--- src/rtl/rb_pkg.sv ---
package rb_pkg;
  localparam int PTR_W = 24;
  localparam int LEN_W = 24;
  localparam logic [7:0] OP_RANGE = 8'h0A;
  localparam logic [7:0] OP_PTRWR = 8'h0C;
  localparam logic [7:0] OP_PTRRD = 8'h0D;
  localparam logic [LEN_W-1:0] PTRWR_LEN = 24'd8;
  localparam int POS_W = 4;
  localparam int HDR_BYTES = 6;
  localparam int ARG_FIRST = 6;
  localparam int ARG_LAST = 11;

  typedef enum logic [2:0] {
    ST_IDLE,
    ST_HDR,
    ST_PTRS,
    ST_FETCH,
    ST_WAIT
  } eng_state_t;
endpackage

--- src/rtl/rb_cmd_parser.sv ---
module rb_cmd_parser
  import rb_pkg::*;
(
  input  logic             clk,
  input  logic             rst,
  input  logic             in_valid,
  input  logic             in_first,
  input  logic [7:0]       in_byte,
  input  logic             in_ready,
  output logic [PTR_W-1:0] start_ptr,
  output logic [PTR_W-1:0] stop_ptr,
  output logic             go_range,
  output logic             go_ptrs
);
  localparam logic [POS_W-1:0] POS_MAX = '1;

  logic             take;
  logic [POS_W-1:0] pos_q, pos;
  logic [LEN_W-1:0] len_q;
  logic [7:0]       op_q;
  logic [47:0]      arg_q;

  assign take = in_valid & in_ready;
  assign pos  = in_first ? '0 : pos_q;

  always_ff @(posedge clk) begin
    if (rst) begin
      pos_q     <= POS_MAX;
      len_q     <= '0;
      op_q      <= '0;
      arg_q     <= '0;
      start_ptr <= '0;
      stop_ptr  <= '0;
      go_range  <= 1'b0;
      go_ptrs   <= 1'b0;
    end else begin
      go_range <= 1'b0;
      go_ptrs  <= 1'b0;
      if (take) begin
        pos_q <= (pos == POS_MAX) ? POS_MAX : pos + 1'b1;
        case (pos)
          4'd1: len_q[23:16] <= in_byte;
          4'd2: len_q[15:8]  <= in_byte;
          4'd3: len_q[7:0]   <= in_byte;
          4'd5: begin
            op_q     <= in_byte;
            go_range <= (in_byte == OP_RANGE);
            go_ptrs  <= (in_byte == OP_PTRRD);
          end
          default: ;
        endcase
        if (pos >= POS_W'(ARG_FIRST) && pos <= POS_W'(ARG_LAST))
          arg_q <= {arg_q[39:0], in_byte};
        if (pos == POS_W'(ARG_LAST) && op_q == OP_PTRWR && len_q == PTRWR_LEN) begin
          stop_ptr  <= arg_q[39:16];
          start_ptr <= {arg_q[15:0], in_byte};
        end
      end
    end
  end
endmodule

--- src/rtl/rb_stream_engine.sv ---
module rb_stream_engine
  import rb_pkg::*;
#(
  parameter int         MEM_AW    = 21,
  parameter logic [7:0] RSP_CLASS = 8'hC0,
  parameter logic [7:0] RSP_ROUTE = 8'hD0
) (
  input  logic              clk,
  input  logic              rst,
  input  logic              go_range,
  input  logic              go_ptrs,
  input  logic [PTR_W-1:0]  start_ptr,
  input  logic [PTR_W-1:0]  stop_ptr,
  output logic              sram_re,
  output logic [MEM_AW-1:0] sram_addr,
  input  logic [7:0]        sram_rdata,
  output logic              out_valid,
  output logic [7:0]        out_byte,
  output logic              out_last,
  input  logic              out_ready,
  output logic              idle
);
  localparam logic [2:0] K_END = 3'(HDR_BYTES - 1);

  eng_state_t       state;
  logic [2:0]       k;
  logic [PTR_W-1:0] cur;
  logic [LEN_W-1:0] len_q;
  logic [7:0]       op_q;
  logic             empty_q;
  logic             slot_free;
  logic [7:0]       hdr_byte, ptr_byte;
  logic             reversed;
  logic [LEN_W-1:0] span_len;

  assign slot_free = ~out_valid | out_ready;
  assign sram_re   = (state == ST_FETCH) & slot_free;
  assign sram_addr = cur[MEM_AW-1:0];
  assign idle      = (state == ST_IDLE);
  assign reversed  = start_ptr > stop_ptr;
  assign span_len  = stop_ptr - start_ptr + LEN_W'(3);

  always_comb begin
    case (k)
      3'd0:    hdr_byte = RSP_CLASS;
      3'd1:    hdr_byte = len_q[23:16];
      3'd2:    hdr_byte = len_q[15:8];
      3'd3:    hdr_byte = len_q[7:0];
      3'd4:    hdr_byte = RSP_ROUTE;
      default: hdr_byte = op_q;
    endcase
  end

  always_comb begin
    case (k)
      3'd0:    ptr_byte = stop_ptr[23:16];
      3'd1:    ptr_byte = stop_ptr[15:8];
      3'd2:    ptr_byte = stop_ptr[7:0];
      3'd3:    ptr_byte = start_ptr[23:16];
      3'd4:    ptr_byte = start_ptr[15:8];
      default: ptr_byte = start_ptr[7:0];
    endcase
  end

  always_ff @(posedge clk) begin
    if (rst) begin
      state     <= ST_IDLE;
      k         <= '0;
      cur       <= '0;
      len_q     <= '0;
      op_q      <= '0;
      empty_q   <= 1'b0;
      out_valid <= 1'b0;
      out_byte  <= '0;
      out_last  <= 1'b0;
    end else begin
      if (out_valid && out_ready) out_valid <= 1'b0;
      case (state)
        ST_IDLE: begin
          k <= '0;
          if (go_range) begin
            op_q    <= OP_RANGE;
            empty_q <= reversed;
            len_q   <= reversed ? LEN_W'(2) : span_len;
            cur     <= start_ptr;
            state   <= ST_HDR;
          end else if (go_ptrs) begin
            op_q    <= OP_PTRRD;
            empty_q <= 1'b0;
            len_q   <= PTRWR_LEN;
            state   <= ST_HDR;
          end
        end
        ST_HDR: if (slot_free) begin
          out_valid <= 1'b1;
          out_byte  <= hdr_byte;
          out_last  <= (k == K_END) && (op_q == OP_RANGE) && empty_q;
          if (k == K_END) begin
            k <= '0;
            if (op_q == OP_PTRRD) state <= ST_PTRS;
            else if (empty_q)     state <= ST_IDLE;
            else                  state <= ST_FETCH;
          end else begin
            k <= k + 1'b1;
          end
        end
        ST_PTRS: if (slot_free) begin
          out_valid <= 1'b1;
          out_byte  <= ptr_byte;
          out_last  <= (k == K_END);
          if (k == K_END) state <= ST_IDLE;
          else            k <= k + 1'b1;
        end
        ST_FETCH: if (slot_free) state <= ST_WAIT;
        ST_WAIT: begin
          out_valid <= 1'b1;
          out_byte  <= sram_rdata;
          out_last  <= (cur == stop_ptr);
          if (cur == stop_ptr) begin
            state <= ST_IDLE;
          end else begin
            cur   <= cur + 1'b1;
            state <= ST_FETCH;
          end
        end
        default: state <= ST_IDLE;
      endcase
    end
  end
endmodule

--- src/rtl/sram_rangeread.sv ---
module sram_rangeread
  import rb_pkg::*;
#(
  parameter int         MEM_AW    = 21,
  parameter logic [7:0] RSP_CLASS = 8'hC0,
  parameter logic [7:0] RSP_ROUTE = 8'hD0
) (
  input  logic              clk,
  input  logic              rst,
  input  logic              in_valid,
  input  logic              in_first,
  input  logic [7:0]        in_byte,
  output logic              in_ready,
  output logic              out_valid,
  output logic [7:0]        out_byte,
  output logic              out_last,
  input  logic              out_ready,
  output logic              sram_re,
  output logic [MEM_AW-1:0] sram_addr,
  input  logic [7:0]        sram_rdata
);
  logic [PTR_W-1:0] start_ptr, stop_ptr;
  logic             go_range, go_ptrs, eng_idle;

  assign in_ready = eng_idle & ~go_range & ~go_ptrs;

  rb_cmd_parser u_parser (
    .clk       (clk),
    .rst       (rst),
    .in_valid  (in_valid),
    .in_first  (in_first),
    .in_byte   (in_byte),
    .in_ready  (in_ready),
    .start_ptr (start_ptr),
    .stop_ptr  (stop_ptr),
    .go_range  (go_range),
    .go_ptrs   (go_ptrs)
  );

  rb_stream_engine #(
    .MEM_AW    (MEM_AW),
    .RSP_CLASS (RSP_CLASS),
    .RSP_ROUTE (RSP_ROUTE)
  ) u_engine (
    .clk        (clk),
    .rst        (rst),
    .go_range   (go_range),
    .go_ptrs    (go_ptrs),
    .start_ptr  (start_ptr),
    .stop_ptr   (stop_ptr),
    .sram_re    (sram_re),
    .sram_addr  (sram_addr),
    .sram_rdata (sram_rdata),
    .out_valid  (out_valid),
    .out_byte   (out_byte),
    .out_last   (out_last),
    .out_ready  (out_ready),
    .idle       (eng_idle)
  );
endmodule

--- config.mk ---
export PLATFORM = sky130hd
export DESIGN_NAME = sram_rangeread
export DESIGN_NICKNAME = d
export VERILOG_FILES = /design/src/rtl/rb_pkg.sv /design/src/rtl/rb_cmd_parser.sv /design/src/rtl/rb_stream_engine.sv /design/src/rtl/sram_rangeread.sv
export SDC_FILE = /design/constraint.sdc
export NUM_CORES = 1
export LEC_CHECK = 0
export BUFFER_PORTS_ARGS = -buffer_cell sky130_fd_sc_hd__buf_4
export CAP_MARGIN = 20
export CORE_MARGIN = 3
export CORE_UTILIZATION = 29
export CTS_CLUSTER_SIZE = 25
export DETAILED_ROUTE_END_ITERATION = 8
export PLACE_DENSITY = 0.48
export SLEW_MARGIN = 5
export SYNTH_ARGS = -nofsm -noshare
export SYNTH_HDL_FRONTEND = slang
export SYNTH_HIERARCHICAL = 1
export SYNTH_SLANG_ARGS = --single-unit
--- constraint.sdc ---
create_clock -name clk -period 2.5 [get_ports clk]
set_clock_uncertainty 0.05 [all_clocks]
set_input_delay 0.125 -clock clk [delete_from_list [all_inputs] [get_ports clk]]
set_output_delay 0.125 -clock clk [all_outputs]
set_load 0.03 [all_outputs]
Word level (Yosys, flattened, before mapping)
Index checks and enable logic that the tools add are counted.
{"block": "op_classes", "n_addsub": 5, "magnitude_cmp": 3, "eq_ne": 31, "n_mux": 39, "bitwise": 10, "n_reduce_logical": 25}
{"op": "two-way mux 24 bit", "n": 5}
{"op": "one-hot mux 8 bit (5 select lines)", "n": 2}
{"op": "one-hot mux 24 bit (2 select lines)", "n": 1}
{"op": "equality test 8 x 4 -> 1 bit, second input constant", "n": 5}
{"op": "two-way mux 3 bit", "n": 12}
{"op": "two-way mux 8 bit", "n": 4}
{"op": "adder 24 x 1 -> 24 bit, second input constant", "n": 1}
{"op": "adder 24 x 2 -> 24 bit, second input constant", "n": 1}
{"op": "equality test 24 bit", "n": 1}
{"op": "equality test 24 x 4 -> 1 bit, second input constant", "n": 1}
{"op": "greater-than comparator 24 bit", "n": 1}
{"op": "one-hot mux 8 bit (3 select lines)", "n": 1}
{"op": "subtractor 24 bit", "n": 1}
{"op": "one-hot mux 3 bit (5 select lines)", "n": 1}
{"op": "AND reduction 2 bit", "n": 7}
{"op": "equality test 3 x 2 -> 1 bit, second input constant", "n": 4}
{"op": "!= test 2 x 1 -> 1 bit, second input constant", "n": 6}
{"op": "equality test 3 bit, second input constant", "n": 3}
{"op": "one-hot mux 3 bit (3 select lines)", "n": 1}
{"op": "equality test 4 x 2 -> 1 bit, second input constant", "n": 2}
{"op": "equality test 4 bit, second input constant", "n": 2}
{"op": "two-way mux 4 bit", "n": 2}
{"op": "equality test 3 x 1 -> 1 bit, second input constant", "n": 2}
{"op": "logical AND 1 bit", "n": 6}
{"op": "other kinds (23)", "n": 41}
{"block": "word_totals", "ff_bits": 199, "word_cells": 132}

Logic depth before layout (Yosys ltp)
Gate-level depths: netlist of the first run.
{"block": "depth", "depth_word": 6, "depth_mapped": 11, "depth_no_buf": 11}

Hierarchy
The synthesis of the first run kept the hierarchy.
{"mod": "rb_stream_engine", "n_inst": 1, "cells_each": 845, "area_per_inst_um2": 6472.5, "seq_area_each_um2": 1361.3}
{"mod": "rb_cmd_parser", "n_inst": 1, "cells_each": 562, "area_per_inst_um2": 4991.0, "seq_area_each_um2": 2522.4}
{"mod": "sram_rangeread", "n_inst": 1, "cells_each": 1, "area_per_inst_um2": 12.5, "seq_area_each_um2": 0.0}

Worst setup path after synthesis of the first run
OpenSTA, ideal clock, no wires.
{"block": "synth_timing", "kind": "register to register", "from": "register u_engine.state[2]", "to": "register u_parser.go_range", "setup_time_ps": 87, "arrival_ps": 2800, "required_time_ps": 2363, "slack_ps": -437, "stages_incl_launch_ff": 9, "path_cell_list": "dfxtp_1 > clkbuf_1 > nor3_2 > nor3b_2 > nand3_2 > or4_4 > buf_6 > or4_4 > nor4b_2"}
{"block": "synth_via", "elab_chain_cells": 6}
{"element": "from (decl)", "line_no": "rb_stream_engine.sv:25", "rtl": "eng_state_t state;"}
{"element": "from (signal assigned)", "line_no": "rb_stream_engine.sv:67", "rtl": "state <= ST_IDLE;"}
{"element": "from (signal assigned)", "line_no": "rb_stream_engine.sv:86", "rtl": "state <= ST_HDR;"}
{"element": "from (signal assigned)", "line_no": "rb_stream_engine.sv:91", "rtl": "state <= ST_HDR;"}
{"element": "zero test 3 bit", "line_no": "rb_stream_engine.sv:39", "rtl": "assign idle = (state == ST_IDLE);"}
{"element": "net eng_idle", "line_no": "sram_rangeread.sv:23", "rtl": "logic go_range, go_ptrs, eng_idle;"}
{"element": "bitwise AND 1 bit (2 in series)", "line_no": "sram_rangeread.sv:25", "rtl": "assign in_ready = eng_idle & ~go_range & ~go_ptrs;"}
{"element": "net in_ready", "line_no": "sram_rangeread.sv:13", "rtl": "output logic in_ready,"}
{"element": "bitwise AND 1 bit", "line_no": "rb_cmd_parser.sv:23", "rtl": "assign take = in_valid & in_ready;"}
{"element": "NOT 1 bit (no line)"}
{"element": "OR reduction 3 bit (no line)"}
{"element": "to (signal assigned)", "line_no": "rb_cmd_parser.sv:47", "rtl": "go_range <= (in_byte == OP_RANGE);"}
{"element": "to (decl)", "line_no": "rb_cmd_parser.sv:12", "rtl": "output logic go_range,"}
The timed path passes the listed nets, and every way through them passes these cells.
A chain may end at the register's enable or synchronous reset.

Worst setup path in the final report of the first run
{"block": "layout_timing", "from": "register u_parser.stop_ptr[2]", "to": "register u_engine.len_q[16]"}
{"block": "layout_via", "elab_chain_cells": 4, "word_cells_on_any_way": 5, "cone_classes": "add/sub (2); order compare (1); mux (2)"}
{"element": "from (decl)", "line_no": "rb_cmd_parser.sv:11", "rtl": "output logic [PTR_W-1:0] stop_ptr,"}
{"element": "from (signal assigned)", "line_no": "rb_cmd_parser.sv:55", "rtl": "stop_ptr <= arg_q[39:16];"}
{"element": "subtractor 24 bit", "line_no": "rb_stream_engine.sv:41", "rtl": "assign span_len = stop_ptr - start_ptr + LEN_W'(3);"}
{"element": "adder 24 x 2 -> 24 bit", "line_no": "rb_stream_engine.sv:41"}
{"element": "two-way mux 24 bit (*)", "line_no": "rb_stream_engine.sv:84", "rtl": "len_q <= reversed ? LEN_W'(2) : span_len;"}
{"element": "two-way mux 24 bit (*)", "line_no": "rb_stream_engine.sv:81", "rtl": "if (go_range) begin"}
{"element": "to (signal assigned)", "line_no": "rb_stream_engine.sv:84"}
{"element": "to (decl)", "line_no": "rb_stream_engine.sv:28", "rtl": "logic [LEN_W-1:0] len_q;"}
Every way passes the cells marked *; elsewhere a longest branch is shown, timed or not.

==> run summary, run 1 <==
The compound-cell area share of the yosys netlist is 0.236. The number of buffers between clock root and the deepest sink was 2; the maximum operating frequency was 0.382 GHz. The post-synthesis async set-or-reset flop share was 0; the clock period minus final worst setup slack was 2.61 ns.

The checks that failed: negative setup slack. The fraction of final layout cells with drive strength greater than 1 works out to 0.256. For the total overflow reported by the global router, the log shows 0.

The post-synthesis share of cell area spent on full adders, half adders and majority gates works out to 0.0826. The die covers 42000 um2. The tightest min-delay check is of the in2reg type.

The logs give -0.115 ns for the post-route worst setup slack and 0.46 ns for the later-pin clock latency in the skew report. Number of H-tree branching levels: 4. The worst setup path is captured at a register. The pin slew with the least headroom to its limit came out at 0.697 ns. The run gives 0.535 as the worst slew margin relative to its limit. Of all cell types, the one taking the most synthesized area is sky130_fd_sc_hd__dfxtp_1. Routability-driven placement finished with a final weighted congestion of 0.889. Fraction of synthesized area in multiplexers: 0.0279. After detailed routing, the total wire length is 41900 um.

CTS buffer count: 17. The vertical die dimension works out to 205 um. At the placement stage, the worst setup path has a slack of -0.167 ns. Clock-pin slew was measured on the worst setup and hold paths at 0.08 ns. The parity-gate share of the synthesized area counting xor and xnor cells is 0.0389, and the number of flip-flops and latches in the synthesized netlist is 194.

The number of core rows was 72; the per-cell via count in the routed design was 5.32. Buffers placed on the I/O ports in this run total 53. Final core area utilization: 0.382. Before antenna repair, the detailed router went through 8 iterations. The logs give 0.296 for the effective utilization at floorplan and 62600 um for the wire length of the first global-routing pass. Of all nets on the critical path, the largest fanout is 4. CTS placed an instance of sky130_fd_sc_hd__clkbuf_16 at the clock tree root. The worst setup path is launched from a register. Max-cap violations in this run came to 0.

The core region is 38800 um2. The logs give 0 for the number of failing hold endpoints at the final stage and 11500 um2 for the cell area after synthesis. Largest family of logic cells by synthesized area: compound AO/OA/AOI/OAI gates. The count of routing violations after the opening detailed-route iteration is 890. The number of endpoints failing setup at the final stage is 10. The placed wire-length estimate after detailed placement is 30500 um. Entering global routing, the biggest net connects 78 pins.

The data arrival at the endpoint of the critical path is 2.94 ns, and the required time of the worst setup path is 2.82 ns. Antenna violation net count after detailed routing: 0. After detailed routing, the average wire length per cell comes to 20.0 um. The leading register cell type out of synthesis was sky130_fd_sc_hd__dfxtp_1. The flow ran to the end, but the final reports show violations. The worst-case IR drop observed on VDD is 0.000464 V. Overall routing resource usage: 0.192. The via count of the first global-routing pass was 10.7k; the number of inserted diodes was 0.

The synthesized design contains 0 enable-type register cells. In the post-synthesis netlist, the biggest area contributors are sky130_fd_sc_hd__dfxtp_1 (34%), sky130_fd_sc_hd__ha_1 (7.7%), sky130_fd_sc_hd__a21oi_1 (6.6%). Counting every net in the synthesized netlist gives 1503.

The number of I/O pins is 54. Counting every instance in the synthesized netlist gives 1408. Setup repair after global routing could not meet its margin everywhere. Post-route clock period utilization: 1.05.

Power spread over the standard cell area amounts to 428 nW/um2. The filler cell count is 3996. The share of the synthesized area in the top cell type is 0.338, and the multi-input logic area is 7260 um2.

The number of different library cells in the post-synthesis netlist came out at 76. Kind of critical path: reg2reg. The initial antenna violation count came out at 0.

TritonCTS built the clock tree. The mean cell area of the mapped netlist came out at 8.15 um2. The basic-gate share of the synthesized area counting and, or, nand and nor cells was 0.202.

The tools report the number of max-slew violations in the final report as 0. In the routed design, unresolved DRC markers number 0. The die width works out to 205 um. In the final design database the tool counted 1658 nets. The sequential cell area was 3900 um2; the total number of clock tree sinks was 194. The area growth from synthesis to layout is 29.2%. The tools report the post-synthesis sequential area ratio as 0.338. The leakage component of the power is 5.53 nW, and the overall via count from detail_route is 11.1k. The synthesis warning total was 6.
report_power, final:
group          leakage (nW)  internal, mW  switching (mW)  total (mW)
sequential             1.57          3.10          0.0102        3.11
combinational          3.65        0.0988           0.188       0.286
clock                 0.307          1.56            1.40        2.95
total                  5.53          4.75            1.59        6.35
metrics by stage:
| step | instances | hold slack (ns) | area, um2 | TNS [ns] | total power, mW |
|---|---|---|---|---|---|
| after floorplan | 1408 | 0.211 | 11600 | -0.301 | 3.32 |
| after global placement | 2032 | 0.365 | 13400 | -1.37 | 3.44 |
| after detailed placement | 2032 | 0.369 | 13400 | -1.34 | 3.44 |
| after CTS | 2083 | 0.00196 | 14300 | -0.740 | 6.41 |
| after global routing | 2094 | 0.0314 | 14800 | -1.93 | 6.56 |
| final | 2094 | 0.0190 | 14800 | -0.589 | 6.35 |
flip-flops by register name, indices dropped and copies added, names as in the netlist:
signal,count
u_engine/state,3
u_parser/go_range,1
u_engine/out_byte,8
u_engine/out_valid,1
u_parser/pos_q,4
u_engine/op_q,3
u_parser/op_q,8
u_parser/go_ptrs,1
u_engine/out_last,1
u_parser/stop_ptr,24
u_parser/arg_q,40
u_engine/len_q,24
u_engine/cur,24
u_engine/k,3
u_engine/empty_q,1
u_parser/start_ptr,24
u_parser/len_q,24
path summary, 6_finish.rpt:
kind	to	startpoint	slack, ns	depth (start not counted)
worst max-delay path	u_engine/len_q[16]	u_parser/stop_ptr[2]	-0.11	12
worst min-delay path	u_engine/out_byte[7]	sram_rdata[7]	0.02	3
worst max register to register	u_engine/len_q[16]	u_parser/stop_ptr[2]	-0.11	12
worst min register to register	u_engine/len_q[22]	u_engine/len_q[22]	0.40	2
routing by layer:
layer / up-vias / part of all wire / wire, um / global-route usage
met1: 5402 / 0.46 / 19100 / 0.261
li1: 5393 / - / - / -
met4: 0 / 0.022 / 935 / 0.0549
met3: 58 / 0.053 / 2210 / 0.0373
met2: 294 / 0.47 / 19700 / 0.311
met5: - / 0 / 0 / 0
final cells by class:
cell class / count / share of cell area
Tap cell: 518 / 0.0437
Clock buffer: 18 / 0.0296
Timing Repair Buffer: 259 / 0.148
Clock inverter: 14 / 0.0127
Multi-Input combinational cell: 1035 / 0.490
Inverter: 56 / 0.0142
Sequential cell: 194 / 0.263
critical path: stages (launching register included):
cell and delay, ns:
sky130_fd_sc_hd__dfxtp_2 0.32, sky130_fd_sc_hd__inv_2 0.06, sky130_fd_sc_hd__ha_4 0.11, sky130_fd_sc_hd__inv_2 0.04, sky130_fd_sc_hd__fa_2 0.58, sky130_fd_sc_hd__and3_4 0.20
sky130_fd_sc_hd__o211ai_1 0.08, sky130_fd_sc_hd__buf_4 0.17, sky130_fd_sc_hd__a2111oi_4 0.39, sky130_fd_sc_hd__nor2_2 0.09, sky130_fd_sc_hd__nand2b_1 0.12, sky130_fd_sc_hd__a311oi_2 0.10
sky130_fd_sc_hd__o31ai_1 0.23
repair_timing:
action / CTS / global route
pin swaps: 15 / 33
hold buffers: 13 / 0
setup buffers: 5 / 8
cloned: 1 / 4
resized for setup: 23 / 69
hold endpoints to repair: 54 / 0
endpoints found under the setup margin: 16 / 49
synth_stat cells (all sizes together) (9+ instances only):
cell type  instances
o211ai            13
a222oi            14
nor2             109
a21o              22
nand2            169
buf               51
clkbuf            72
o21ai             64
mux2i             32
and3              11
xnor2             29
or3                9
nand4             61
nand3             22
a22oi              9
nor3              25
a21oi            153
a221oi            11
a211oi            19
o31ai             52
xor2              22
a32oi             10
nand2b             9
ha                71
nor4              11
dfxtp            194
inv               56
cells by family after synthesis:
group | count (synthesis)
DFF | 194
and+or+nand+nor | 469
buffers and inverters | 180
muxes | 32
AOI/OAI and AO/OA | 408
adders and majority gates | 74
xor gates and xnor gates | 51
cells in the final DEF, fill, tap and decap left out, types with 13 or more instances in the layout:
| cell type | instances |
|---|---|
| sky130_fd_sc_hd__nor3_1 | 20 |
| sky130_fd_sc_hd__o31ai_1 | 43 |
| sky130_fd_sc_hd__xnor2_1 | 26 |
| sky130_fd_sc_hd__clkbuf_16 | 20 |
| sky130_fd_sc_hd__xor2_1 | 21 |
| sky130_fd_sc_hd__nand2_1 | 169 |
| sky130_fd_sc_hd__o21ai_1 | 13 |
| sky130_fd_sc_hd__mux2i_1 | 32 |
| sky130_fd_sc_hd__dlygate4sd3_1 | 13 |
| sky130_fd_sc_hd__buf_4 | 226 |
| sky130_fd_sc_hd__ha_1 | 52 |
| sky130_fd_sc_hd__ha_4 | 16 |
| sky130_fd_sc_hd__nand4_1 | 61 |
| sky130_fd_sc_hd__nand3_1 | 18 |
| sky130_fd_sc_hd__o21ai_0 | 46 |
| sky130_fd_sc_hd__a21oi_1 | 139 |
| sky130_fd_sc_hd__dfxtp_1 | 184 |
| sky130_fd_sc_hd__a21oi_2 | 13 |
| sky130_fd_sc_hd__inv_1 | 53 |
| sky130_fd_sc_hd__a21o_1 | 22 |
| sky130_fd_sc_hd__a222oi_1 | 14 |
| sky130_fd_sc_hd__nor2_1 | 106 |
Power figures use the tool's default switching activity.
==> inputs of run 2 (changes only) <==
--- a/constraint.sdc
+++ b/constraint.sdc
@@ -3,3 +3,3 @@
 set_input_delay 0.125 -clock clk [delete_from_list [all_inputs] [get_ports clk]]
 set_output_delay 0.125 -clock clk [all_outputs]
-set_load 0.03 [all_outputs]
+set_load 0.005 [all_outputs]
==> run 2 against run 1 <==
Net effect:
- the flow still finishes with violations (negative setup slack)
- utilization decreased by 0.71 points
- register-to-register slack worse by 0.02 ns
- critical path depth unchanged
- sequential cell count unchanged
- combinational power is 7.7% lower
- wire length decreased by 2.4%
- clock-buffer cell count unchanged
- worst hold slack better by 0.011 ns
- largest cell class unchanged
==> run summary, run 2 (synthesis gave the netlist of run 1 again) <==
The tools report the number of max-cap violations as 0 (unchanged). The worst hold endpoint was u_engine/out_valid (was u_engine/out_byte[7]). TritonCTS built the clock tree. The worst slew margin relative to its limit came out at 0.532 (was 0.535). The wire length of the first global-routing pass was 61700 um (was 62600 um). The wire length per cell after detailed routing works out to 19.7 um (was 20.0 um). The terminus of the critical flop-to-flop path is u_engine/len_q[16] (unchanged). The number of max-slew violations in the final report was 0 (unchanged).

The run finished, with violations left. The count of input and output buffers is 53 (unchanged). The run gives 13300 um2 (was 13400 um2) as the total cell area at the placement stage.

The logs give 0 (unchanged) for the antenna violation net count after detailed routing and 38800 um2 (unchanged) for the total core area. For the total design power, the log shows 6.35 mW (about the same). Failing checks: negative setup slack (unchanged).

The post-route worst setup slack was -0.134 ns (was -0.115 ns); the CTS buffer count was 17 (unchanged). The post-route clock period utilization is 1.05 (about the same). For the via count of the first global-routing pass, the log shows 10.3k (was 10.7k).

The overall routing resource usage was 0.190 (was 0.192). For the overall via count from detail_route, the log shows 10.9k (was 11.1k). The tools report the worst-case setup slack after placement as -0.182 ns (was -0.167 ns). Register with the most flip-flops: u_parser/arg_q (unchanged). The cell chosen for the clock root was sky130_fd_sc_hd__clkbuf_16 (unchanged).

The area growth from synthesis to layout is 26.9% (was 29.2%), and the register-to-register path setup slack is -0.13 ns (was -0.11 ns). The tools report the required time of the worst setup path as 2.81 ns (was 2.82 ns). The largest voltage drop on the vdd net is 0.000447 V (was 0.000464 V). The startpoint of the tightest hold check path is out_ready (was sram_rdata[7]). The tools report the initial antenna violation count as 0 (unchanged). For the post-route setup TNS, the log shows -0.618 ns (was -0.589 ns). The pin count of the biggest net entering global routing is 79 (was 78).

Pin slew with the least headroom to its limit: 0.702 ns (was 0.697 ns). The final weighted congestion of routability-driven global placement is 0.873 (was 0.889), and the maximum operating frequency is 0.380 GHz (was 0.382 GHz). The run gives 1644 (was 1658) as the total number of nets in the final design. The total power density per cell area was 436 nW/um2 (was 428 nW/um2); the count of routing violations after the opening detailed-route iteration was 906 (was 890). For the data arrival at the endpoint of the critical path, the log shows 2.94 ns (about the same).

The vertical die dimension came out at 205 um (unchanged). Clock transition at the registers of the reported paths: 0.07 ns (was 0.08 ns). The leakage component of the power is 5.44 nW (was 5.53 nW). The kind of launch point of the worst setup path was a register (unchanged). The per-cell via count in the routed design is 5.26 (was 5.32). Setup repair after global routing could not meet its margin everywhere. The largest fanout on the critical path was 4 (unchanged). The tools report the launching point of the worst reg2reg path as u_parser/stop_ptr[2] (unchanged). The leading cell type in the layout, fill and taps excluded was sky130_fd_sc_hd__buf_4 (unchanged). Clock period minus final worst setup slack: 2.63 ns (was 2.61 ns). Most used cells in the layout excluding fill and tap cells: sky130_fd_sc_hd__buf_4 (220), sky130_fd_sc_hd__dfxtp_1 (190), sky130_fd_sc_hd__nand2_1 (169) (was sky130_fd_sc_hd__buf_4 (226), sky130_fd_sc_hd__dfxtp_1 (184), sky130_fd_sc_hd__nand2_1 (169)). The tools report the number of endpoints failing setup at the final stage as 7 (was 10). The run gives 14600 um2 (was 14800 um2) as the total non-filler cell area in the finished layout. The cell count of the worst hold path is 3 (unchanged). The effective utilization at floorplan was 0.296 (unchanged). The logic depth of the worst register-to-register path works out to 12 (unchanged). The number of buffers between clock root and the deepest sink was 2 (unchanged). Number of core rows: 72 (unchanged). The kind of critical path was reg2reg (unchanged).

The total overflow reported by the global router was 0 (unchanged); the total number of clock tree sinks was 194 (unchanged). The tools report the number of H-tree branching levels as 4 (unchanged). Class of the tightest hold or removal check: in2reg (unchanged). The fraction of final layout cells with drive strength greater than 1 works out to 0.239 (was 0.256). The overall die area came out at 42000 um2 (unchanged). The placed wire-length estimate after detailed placement was 29700 um (was 30500 um); the number of I/O pins was 54 (unchanged). The tools report the total detailed-routing wirelength as 40900 um (was 41900 um). The logs give 0 (unchanged) for the number of inserted diodes and 5 (was 8) for the number of optimization iterations in the first detailed-route pass. The die width was 205 um (unchanged); the remaining routing DRC violations was 0 (unchanged). Critical path endpoint category: a register (unchanged). The run gives 0.46 ns (about the same) as the later-pin clock latency in the skew report. The flip-flop count of the largest register after layout was 40 (unchanged). The number of failing hold endpoints at the final stage came out at 0 (unchanged).
[run 2: final cells by class]
class	instances	area, um2
sequential	194	3890
clock buffer	18	439
clock inverter	13	185
tap	518	648
fill	3979	24300
inverter	56	210
multi-input combinational	1034	7160
timing repair buffer	246	2020
[run 2: repair_timing]
item,in CTS,in global routing
gates resized for setup,29,50
hold buffers,12,0
endpoints found under the setup margin,18,37
gates cloned,0,1
setup buffers,4,6
endpoints found under the hold margin,40,0
pin swaps,4,34
[run 2: how the worst max path moves through the flow]
stage | from | endpoint | slack (ns) | cells after the start
2_1_floorplan | u_parser/start_ptr[4] | u_engine/len_q[15] | 0.007 | 10
3_3_place_gp | u_parser/stop_ptr[2] | u_engine/len_q[22] | -0.15 | 11
3_5_place_dp | u_parser/stop_ptr[2] | u_engine/len_q[22] | -0.18 | 11
4_1_cts | u_parser/stop_ptr[2] | u_engine/len_q[22] | -0.11 | 12
5_1_grt | u_parser/stop_ptr[2] | u_engine/len_q[10] | -0.28 | 12
6_report | u_parser/stop_ptr[2] | u_engine/len_q[16] | -0.13 | 12
[run 2: where the power goes]
group	internal (mW)	switching [mW]	total, mW
registers	3.10	0.0115	3.11
clock network	1.70	1.28	2.98
logic	0.0847	0.179	0.264
[run 2: critical path: stages (launching register included)]
cell	delay [ns]
sky130_fd_sc_hd__dfxtp_2	0.33
sky130_fd_sc_hd__inv_2	0.06
sky130_fd_sc_hd__ha_4	0.12
sky130_fd_sc_hd__inv_2	0.04
sky130_fd_sc_hd__fa_2	0.56
sky130_fd_sc_hd__and3_1	0.19
sky130_fd_sc_hd__o211ai_1	0.08
sky130_fd_sc_hd__buf_4	0.16
sky130_fd_sc_hd__a2111oi_4	0.38
sky130_fd_sc_hd__nor2_2	0.10
sky130_fd_sc_hd__nand2b_1	0.13
sky130_fd_sc_hd__a311oi_2	0.11
sky130_fd_sc_hd__o31ai_1	0.24
[run 2: metal layers]
metal | up-vias | GRT usage | routed length (um) | part of all wire
li1 | 5351 | - | - | -
met1 | 5240 | 0.264 | 18900 | 0.46
met2 | 295 | 0.298 | 18900 | 0.46
met3 | 46 | 0.0358 | 2240 | 0.055
met4 | 0 | 0.0559 | 898 | 0.022
met5 | - | 0 | 0 | 0
[run 2: through the flow]
step / hold WS (ns) / std cells / utilization
global placement: 0.351 / 2025 / 0.343
floorplan: 0.211 / 1408 / -
CTS: 0.00307 / 2072 / 0.366
global route: 0.0246 / 2079 / 0.375
finish: 0.0298 / 2079 / 0.375
detailed placement: 0.359 / 2025 / 0.343
